## src/rtl/ret_stack_pkg.sv

```systemverilog
package ret_stack_pkg;

    typedef enum logic [1:0] {
        OP_IDLE  = 2'd0,
        OP_PUSH  = 2'd1,
        OP_POP   = 2'd2,
        OP_CLEAR = 2'd3
    } stk_op_e;

endpackage

```

## src/rtl/ret_stack_ctl.sv

```systemverilog
module ret_stack_ctl
    import ret_stack_pkg::*;
#(
    parameter int unsigned DEPTH = 16,
    localparam int unsigned PTR_W = $clog2(DEPTH),
    localparam int unsigned CNT_W = PTR_W + 1
) (
    input  logic             clk_i,
    input  logic             rst_ni,
    input  stk_op_e          op_i,
    input  logic             lost_pop_i,
    output logic [PTR_W-1:0] sp_o,
    output logic [PTR_W-1:0] wr_ptr_o,
    output logic             ovf_o,
    output logic             unf_o,
    output logic             collide_o
);

    localparam logic [PTR_W-1:0] SP_RESET = PTR_W'(DEPTH - 1);
    localparam logic [CNT_W-1:0] FULL_CNT = CNT_W'(DEPTH);

    typedef struct packed {
        logic [PTR_W-1:0] sp;
        logic [CNT_W-1:0] fill;
        logic             ovf;
        logic             unf;
        logic             collide;
    } ctl_t;

    ctl_t st_d, st_q;

    always_comb begin
        st_d         = st_q;
        st_d.collide = 1'b0;
        case (op_i)
            OP_CLEAR: begin
                st_d.sp   = SP_RESET;
                st_d.fill = '0;
                st_d.ovf  = 1'b0;
                st_d.unf  = 1'b0;
            end
            OP_PUSH: begin
                st_d.sp      = st_q.sp + 1'b1;
                st_d.collide = lost_pop_i;
                if (st_q.fill == FULL_CNT) begin
                    st_d.ovf = 1'b1;
                end else begin
                    st_d.fill = st_q.fill + 1'b1;
                end
            end
            OP_POP: begin
                st_d.sp = st_q.sp - 1'b1;
                if (st_q.fill == '0) begin
                    st_d.unf = 1'b1;
                end else begin
                    st_d.fill = st_q.fill - 1'b1;
                end
            end
            default: ;
        endcase
    end

    always_ff @(posedge clk_i or negedge rst_ni) begin
        if (!rst_ni) begin
            st_q <= '{sp: SP_RESET, fill: '0, ovf: 1'b0, unf: 1'b0, collide: 1'b0};
        end else begin
            st_q <= st_d;
        end
    end

    assign sp_o      = st_q.sp;
    assign wr_ptr_o  = st_q.sp + 1'b1;
    assign ovf_o     = st_q.ovf;
    assign unf_o     = st_q.unf;
    assign collide_o = st_q.collide;

endmodule

```

## src/rtl/ret_stack_mem.sv

```systemverilog
module ret_stack_mem #(
    parameter int unsigned DATA_W = 16,
    parameter int unsigned DEPTH  = 16,
    localparam int unsigned PTR_W = $clog2(DEPTH)
) (
    input  logic              clk_i,
    input  logic              we_i,
    input  logic [PTR_W-1:0]  waddr_i,
    input  logic [DATA_W-1:0] wdata_i,
    input  logic [PTR_W-1:0]  raddr_i,
    output logic [DATA_W-1:0] rdata_o
);

    logic [DATA_W-1:0] cell_q [DEPTH];
    logic [DATA_W-1:0] cell_d [DEPTH];

    for (genvar g = 0; g < DEPTH; g++) begin : g_cell
        always_comb begin
            cell_d[g] = cell_q[g];
            if (we_i && (waddr_i == PTR_W'(g))) begin
                cell_d[g] = wdata_i;
            end
        end

        always_ff @(posedge clk_i) begin
            cell_q[g] <= cell_d[g];
        end
    end

    assign rdata_o = cell_q[raddr_i];

endmodule

```

## src/rtl/ret_stack.sv

```systemverilog
module ret_stack
    import ret_stack_pkg::*;
#(
    parameter int unsigned DATA_W = 16,
    parameter int unsigned DEPTH  = 16
) (
    input  logic                     clk_i,
    input  logic                     rst_ni,
    input  logic                     clr_i,
    input  logic                     push_i,
    input  logic [DATA_W-1:0]        push_data_i,
    input  logic                     pop_i,
    output logic [DATA_W-1:0]        pop_data_o,
    output logic                     pop_valid_o,
    output logic [$clog2(DEPTH)-1:0] sp_o,
    output logic                     ovf_o,
    output logic                     unf_o,
    output logic                     collide_o
);

    localparam int unsigned PTR_W = $clog2(DEPTH);

    typedef struct packed {
        logic [DATA_W-1:0] data;
        logic              valid;
    } rd_t;

    stk_op_e           op;
    logic              lost_pop;
    logic [PTR_W-1:0]  sp;
    logic [PTR_W-1:0]  wr_ptr;
    logic [DATA_W-1:0] rd_word;
    rd_t               rd_d, rd_q;

    always_comb begin
        if (clr_i) begin
            op = OP_CLEAR;
        end else if (push_i) begin
            op = OP_PUSH;
        end else if (pop_i) begin
            op = OP_POP;
        end else begin
            op = OP_IDLE;
        end
        lost_pop = push_i && pop_i && !clr_i;
    end

    ret_stack_ctl #(.DEPTH(DEPTH)) u_ctl (
        .clk_i      (clk_i),
        .rst_ni     (rst_ni),
        .op_i       (op),
        .lost_pop_i (lost_pop),
        .sp_o       (sp),
        .wr_ptr_o   (wr_ptr),
        .ovf_o      (ovf_o),
        .unf_o      (unf_o),
        .collide_o  (collide_o)
    );

    ret_stack_mem #(.DATA_W(DATA_W), .DEPTH(DEPTH)) u_mem (
        .clk_i   (clk_i),
        .we_i    (op == OP_PUSH),
        .waddr_i (wr_ptr),
        .wdata_i (push_data_i),
        .raddr_i (sp),
        .rdata_o (rd_word)
    );

    always_comb begin
        rd_d       = rd_q;
        rd_d.valid = (op == OP_POP);
        if (op == OP_POP) begin
            rd_d.data = rd_word;
        end
    end

    always_ff @(posedge clk_i or negedge rst_ni) begin
        if (!rst_ni) begin
            rd_q <= '0;
        end else begin
            rd_q <= rd_d;
        end
    end

    assign pop_data_o  = rd_q.data;
    assign pop_valid_o = rd_q.valid;
    assign sp_o        = sp;

endmodule

```

## config.mk

```make
export PLATFORM = sky130hd
export DESIGN_NAME = ret_stack
export DESIGN_NICKNAME = d
export VERILOG_FILES = /design/src/rtl/ret_stack_pkg.sv /design/src/rtl/ret_stack_ctl.sv /design/src/rtl/ret_stack_mem.sv /design/src/rtl/ret_stack.sv
export SDC_FILE = /design/constraint.sdc
export NUM_CORES = 1
export LEC_CHECK = 0
export BUFFER_PORTS_ARGS = -buffer_cell sky130_fd_sc_hd__buf_4
export CAP_MARGIN = 20
export CORE_UTILIZATION = 50
export CTS_CLUSTER_DIAMETER = 100
export DETAILED_ROUTE_END_ITERATION = 16
export PLACE_DENSITY_LB_ADDON = 0.3
export REMOVE_ABC_BUFFERS = 1
export SLEW_MARGIN = 15
export SYNTH_ARGS = -nofsm -noshare
export SYNTH_HDL_FRONTEND = slang
export SYNTH_SLANG_ARGS = --single-unit
```

## constraint.sdc

```tcl
create_clock -name clk_i -period 3.59 [get_ports clk_i]
set_clock_uncertainty 0.1 [all_clocks]
set_input_delay 0.359 -clock clk_i [delete_from_list [all_inputs] [get_ports clk_i]]
set_output_delay 0.359 -clock clk_i [all_outputs]
set_load 0.02 [all_outputs]
```

=== Word level (Yosys, flattened, before mapping) ===
Memories as Yosys holds them, arrays and structs flattened. A register that Yosys moved wholly into a read port is not among the register bits.
Cells that the tools add are included.

* Register bits: 13
* Bits in writable memories: 256
* Bits of input ports: 21
* Output and inout bits: 24
* Logic and storage cells: 165
* Memories kept: 1

* Add/sub/neg operators: 4
* Eq/ne operators: 39
* Muxes and demuxes: 72
* Reduce and logical (&&, ||, !) cells: 43

{| class="wikitable"
|+ Memories
! name !! words !! width !! rd ports !! clocked after Yosys merged registers in !! write ports !! RTL line !! source
|-
| u_mem.cell_q || 16 || 16 || 1 || 1 || 1 || ret_stack_mem.sv:14 || <nowiki>logic [DATA_W-1:0] cell_q [DEPTH];</nowiki>
|}

{| class="wikitable"
|+ Operator list
! cell !! number
|-
| 2-to-1 mux 16 bit || 31
|-
| OR reduction 16 bit || 15
|-
| 2-to-1 mux 4 bit || 15
|-
| == test 4 bit, second input constant || 8
|-
| one-hot mux 9 bit (3 select lines) || 1
|-
| logical AND 1 bit || 18
|-
| 2-to-1 mux 1 bit || 18
|-
| == test 4 x 3 -> 1 bit, second input constant || 4
|-
| inequality test 1 bit, second input constant || 16
|-
| 2-to-1 mux 5 bit || 2
|-
| == test 4 x 2 -> 1 bit, second input constant || 2
|-
| 2-to-1 mux 2 bit || 3
|-
| inequality test 2 bit, second input constant || 3
|-
| adder 5 x 1 -> 5 bit, second input constant || 1
|-
| == test 5 bit, second input constant || 1
|-
| zero test 5 bit || 1
|-
| subtractor 5 x 1 -> 5 bit, second input constant || 1
|-
| adder 4 x 1 -> 4 bit, second input constant || 1
|-
| == test 2 bit, second input constant || 2
|-
| == test 4 x 1 -> 1 bit, second input constant || 1
|-
| zero test 4 bit || 1
|-
| one-hot mux 1 bit (2 select lines) || 2
|-
| AND reduction 2 bit || 2
|-
| nonzero test 2 bit || 2
|-
| other kinds (6) || 7
|}

=== Logic depth before layout (Yosys ltp) ===
* Depth after elaboration: 22
* Mapped depth: 9
* Gate-level depth less buffers: 7

=== Modules after synthesis ===
From an unflattened synthesis, not the netlist that was laid out.

* Cell total of the unflattened synthesis: 558
* Area total of the unflattened synthesis: 11431.0 µm²

{| class="wikitable"
|+ By module, submodules not included
! module !! times used !! cells an instance !! area each (µm²)
|-
| ret_stack_mem || 1 || 416 || 9759.4
|-
| ret_stack_ctl || 1 || 102 || 959.7
|-
| ret_stack || 1 || 40 || 711.9
|}

=== Worst setup path after synthesis ===
OpenSTA, ideal clock, no wires.

* Path kind: flip-flop to flip-flop
* Start: register u_ctl.st_q, in the netlist u_ctl.sp_o[0]
* End: memory u_mem.cell_q[4][0] (enable)
* Arrival time: 2.277 ns
* Data required time: 3.102 ns
* Path slack: 0.825 ns
* Stages on the path, launching flop included: 8
* Path buffers: 3
* Clock period less this slack: 2.765 ns
* Cell sequence: dfstp_2 > buf_4 > buf_6 > buf_2 > nand3_1 > o21ai_0 > o21ai_0 > nor2_1

* Word-level cells in the longest chain between the ends: 20

{| class="wikitable"
|+ RTL lines
! element !! RTL line !! source
|-
| from (decl) || ret_stack_ctl.sv:30 || <nowiki>ctl_t st_d, st_q;</nowiki>
|-
| from (signal assigned) || ret_stack_ctl.sv:65 || <nowiki>st_q <= '{sp: SP_RESET, fill: '0, ovf: 1'b0, unf: 1'b0, collide: 1'b0};</nowiki>
|-
| from (signal assigned) || ret_stack_ctl.sv:67 || <nowiki>st_q <= st_d;</nowiki>
|-
| adder 4 x 1 -> 4 bit (*) || ret_stack_ctl.sv:72 || <nowiki>assign wr_ptr_o = st_q.sp + 1'b1;</nowiki>
|-
| == test 4 x 1 -> 1 bit || ret_stack_mem.sv:20 || <nowiki>if (we_i && (waddr_i == PTR_W'(g))) begin</nowiki>
|-
| logical AND 1 bit || ret_stack_mem.sv:20 ||
|-
| inequality test 1 bit (no line) || n/a ||
|-
| OR reduction 16 bit (no line) || n/a ||
|-
| 2-to-1 mux 4 bit (no line) or 2-to-1 mux 1 bit (tied branches) (15 in a row) || n/a ||
|-
| to (decl) || ret_stack_mem.sv:14 ||
|}

Every way passes the cells marked *; elsewhere a longest branch is shown, timed or not.

=== Final worst setup path ===
* Start: register u_ctl.st_q, in the netlist u_ctl.sp_o[0]
* End: memory u_mem.cell_q[0][2] (enable)

The elaborated chain is that of the path after synthesis.

==> run summary <==
status - finished with violations
failing checks - DRC
Warnings, synthesis - 0
initial antenna violation count - 0
Synth-to-Final Area Change - 15.30%
dpl cells - 892
CP max FO - 30
Port Buffers - 44
commonest non-fill, non-tap cell in the layout - edfxtp_1
post-DP HPWL - 13.93 mm
max frequency - 0.3342 GHz
final setup violation count - 0
Netlist cell types - 49
clock sinks - 285
CP startpoint kind - register
sequential fraction of the synthesis area - 74.37%
post-synthesis compound-gate area fraction - 4.709%
sequential standard cell area - 8422 sq um
met3 Usage GRT - 4.181%
H-tree levels - 1
fillcell total - 1581
critical path capture point type - register
critical path arrival - 3.06 ns
most frequent cells in the layout - edfxtp_1, buf_4, mux4_2
final hold vios - 0
Worst slew margin - 29.23%
Congestion Overflow GR - 0
Clk Latency, worst-skew pair - 0.55 ns
Post-synth ARST share - 10.18%
fin. max-slew vios - 0
Slew @ Worst Pin - 1.060 ns
CTS tree - yes
Die X - 152.5 um
clk buf depth - 3
largest family of logic cells by synthesized area - multiplexers
MaxCap Viol Count - 0
final wirelength - 24.00 mm
pre-CTS setup slack - 0.5580 ns
RSZ-0062 raised after global routing - no
Post-synth EDFFs - 256
critical path class - register to register
layout cells sized above 1 - 32.88%
post_cts resized - 0
tightest hold margin - 0.01193 ns
top_reg_cell synth - edfxtp_1
Leak - 4.502 nW
met2 usage - 33.33%
vias - 5808
final setup margin - 0.5977 ns
row cnt - 54
Final Non-Filler Cells - 946
Die ar. - 23250 sq um
placer congestion estimate - 0.7949
Final Critical Period - 2.992 ns
clock-pin slew on the worst setup and hold paths - 0.06 ns
global-route wire length before repair - 36.71 mm
Cell Area, Synth - 11320 sq um
Max IR drop VDD - 0.4409 mV
Routed WL per cell - 25.37 um
hold_buf cts - 4
design area - 13050 sq um
area occupied by multi-input gates - 2684 sq um
Final Cycle Share - 83.35%
DRT antenna net count - 0
vias in the first global route - 6052
post-synthesis simple-gate area fraction - 2.719%
routing usage on met1 - 30.91%
First-pass DRT Iterations - 11
Pwr Density - 581.9 nW/um^2
global route hottest layer - met2
fin nets - 676
Vias/cell - 6.140
XOR/XNOR Fraction of Synth Area - 0.3869%
Num CTS Buffers - 28
#FFs+latches synth - 285
initial core utilization - 51.39%
largest net degree at the start of global routing - 38
gr usage total - 21.33%
Post-DP Area - 12130 sq um
Synth Area in Adders - 0.8843%
Post-CTS Setup Inserts - 0
mux share of post-synthesis cell area - 14.58%
I/O Pins - 45
worst hold-check path type - input pin to register
core area - 22030 sq um
Clock Tree Root - clkbuf_16
Antenna Cells - 0
DR DRC count - 3
chip height - 152.5 um
Syn Area/Cell - 19.62 sq um
Synth Instances - 577
Worst EP required - 3.65 ns
Starting DRT DRC Count - 617
-- cell families after synthesis --
| family | count (synthesis) |
|---|---|
| flops | 285 |
| mux | 85 |
| fa+ha+maj | 8 |
| simple gates | 58 |
| buf+inv | 58 |
| xor+xnor | 5 |
| compound gates | 78 |
-- critical path, stage by stage (launching register included) --
cell and delay (ns):
dfstp_4 0.72, buf_4 0.53, ha_1 0.25, nand2_1 0.14, nor2_2 0.87
-- power by group --
part	leakage [nW]	switching, mW	internal (mW)	total (mW)
clock	0.435	1.20	1.59	2.79
combinational	1.40	0.522	0.431	0.953
sequential	2.67	0.0905	3.76	3.85
total	4.50	1.81	5.78	7.59
-- path summary, 6_finish.rpt --
check / from / endpoint / slack (ns) / cells after the start
min: push_data_i[1] / u_mem.cell_q[11][1] / 0.01 / 1
min reg2reg: pop_data_o[15] / pop_data_o[15] / 0.41 / 2
max in group asynchronous: rst_ni / u_ctl.sp_o[3] / 2.79 / 2
max: u_ctl.sp_o[0] / u_mem.cell_q[0][2] / 0.60 / 4
min in group asynchronous: rst_ni / pop_data_o[4] / 0.23 / 2
max reg2reg: u_ctl.sp_o[0] / u_mem.cell_q[0][2] / 0.60 / 4
-- metrics by stage --
step	power, mW	setup TNS, ns	utilization [%]
final	7.594	0	59.25
after global routing	7.826	0	59.25
after CTS	7.645	0	59.19
after detailed placement	4.874	0	55.06
after global placement	4.849	0	54.75
after floorplan	4.481	-84.10	-
-- Yosys cell counts, types with 4 or more instances --
cell,number,area (sq um)
edfxtp_1,256,7687
mux4_2,62,1396
dfrtp_1,25,625.6
nor2_1,23,86.33
inv_1,22,82.58
a21oi_1,20,100.1
clkbuf_1,20,75.07
mux2_2,18,202.7
o21ai_1,16,80.08
a221o_1,15,150.1
nand2_1,9,33.78
ha_1,8,100.1
a22oi_1,6,45.04
buf_2,6,30.03
buf_4,5,37.54
nand2b_1,5,31.28
nand3_1,5,25.02
nor2b_1,5,31.28
dfstp_2,4,105.1
mux2i_1,4,40.04
o21ai_0,4,20.02
xnor2_1,4,35.03
-- routing by layer --
metal,vias up,share of wire (%)
met5,-,0
li1,2466,-
met1,3032,42
met4,0,2.3
met3,50,7.9
met2,260,48
-- registers in the layout, summed over array words and instances (netlist names) --
name / flops
u_ctl.sp_o: 4
u_ctl.ovf_o: 1
u_ctl.st_q: 5
u_ctl.unf_o: 1
pop_data_o: 16
pop_valid_o: 1
u_mem.cell_q: 256
u_ctl.collide_o: 1
-- layout make-up --
cell class / instances / area share, %
Inverter: 22 / 0.6327
Multi-Input combinational cell: 234 / 20.56
Clock inverter: 17 / 1.102
Tap cell: 280 / 2.684
Timing Repair Buffer: 76 / 4.928
Sequential cell: 285 / 64.53
Clock buffer: 32 / 5.560
Note: power is estimated with default switching activity, not from simulation.
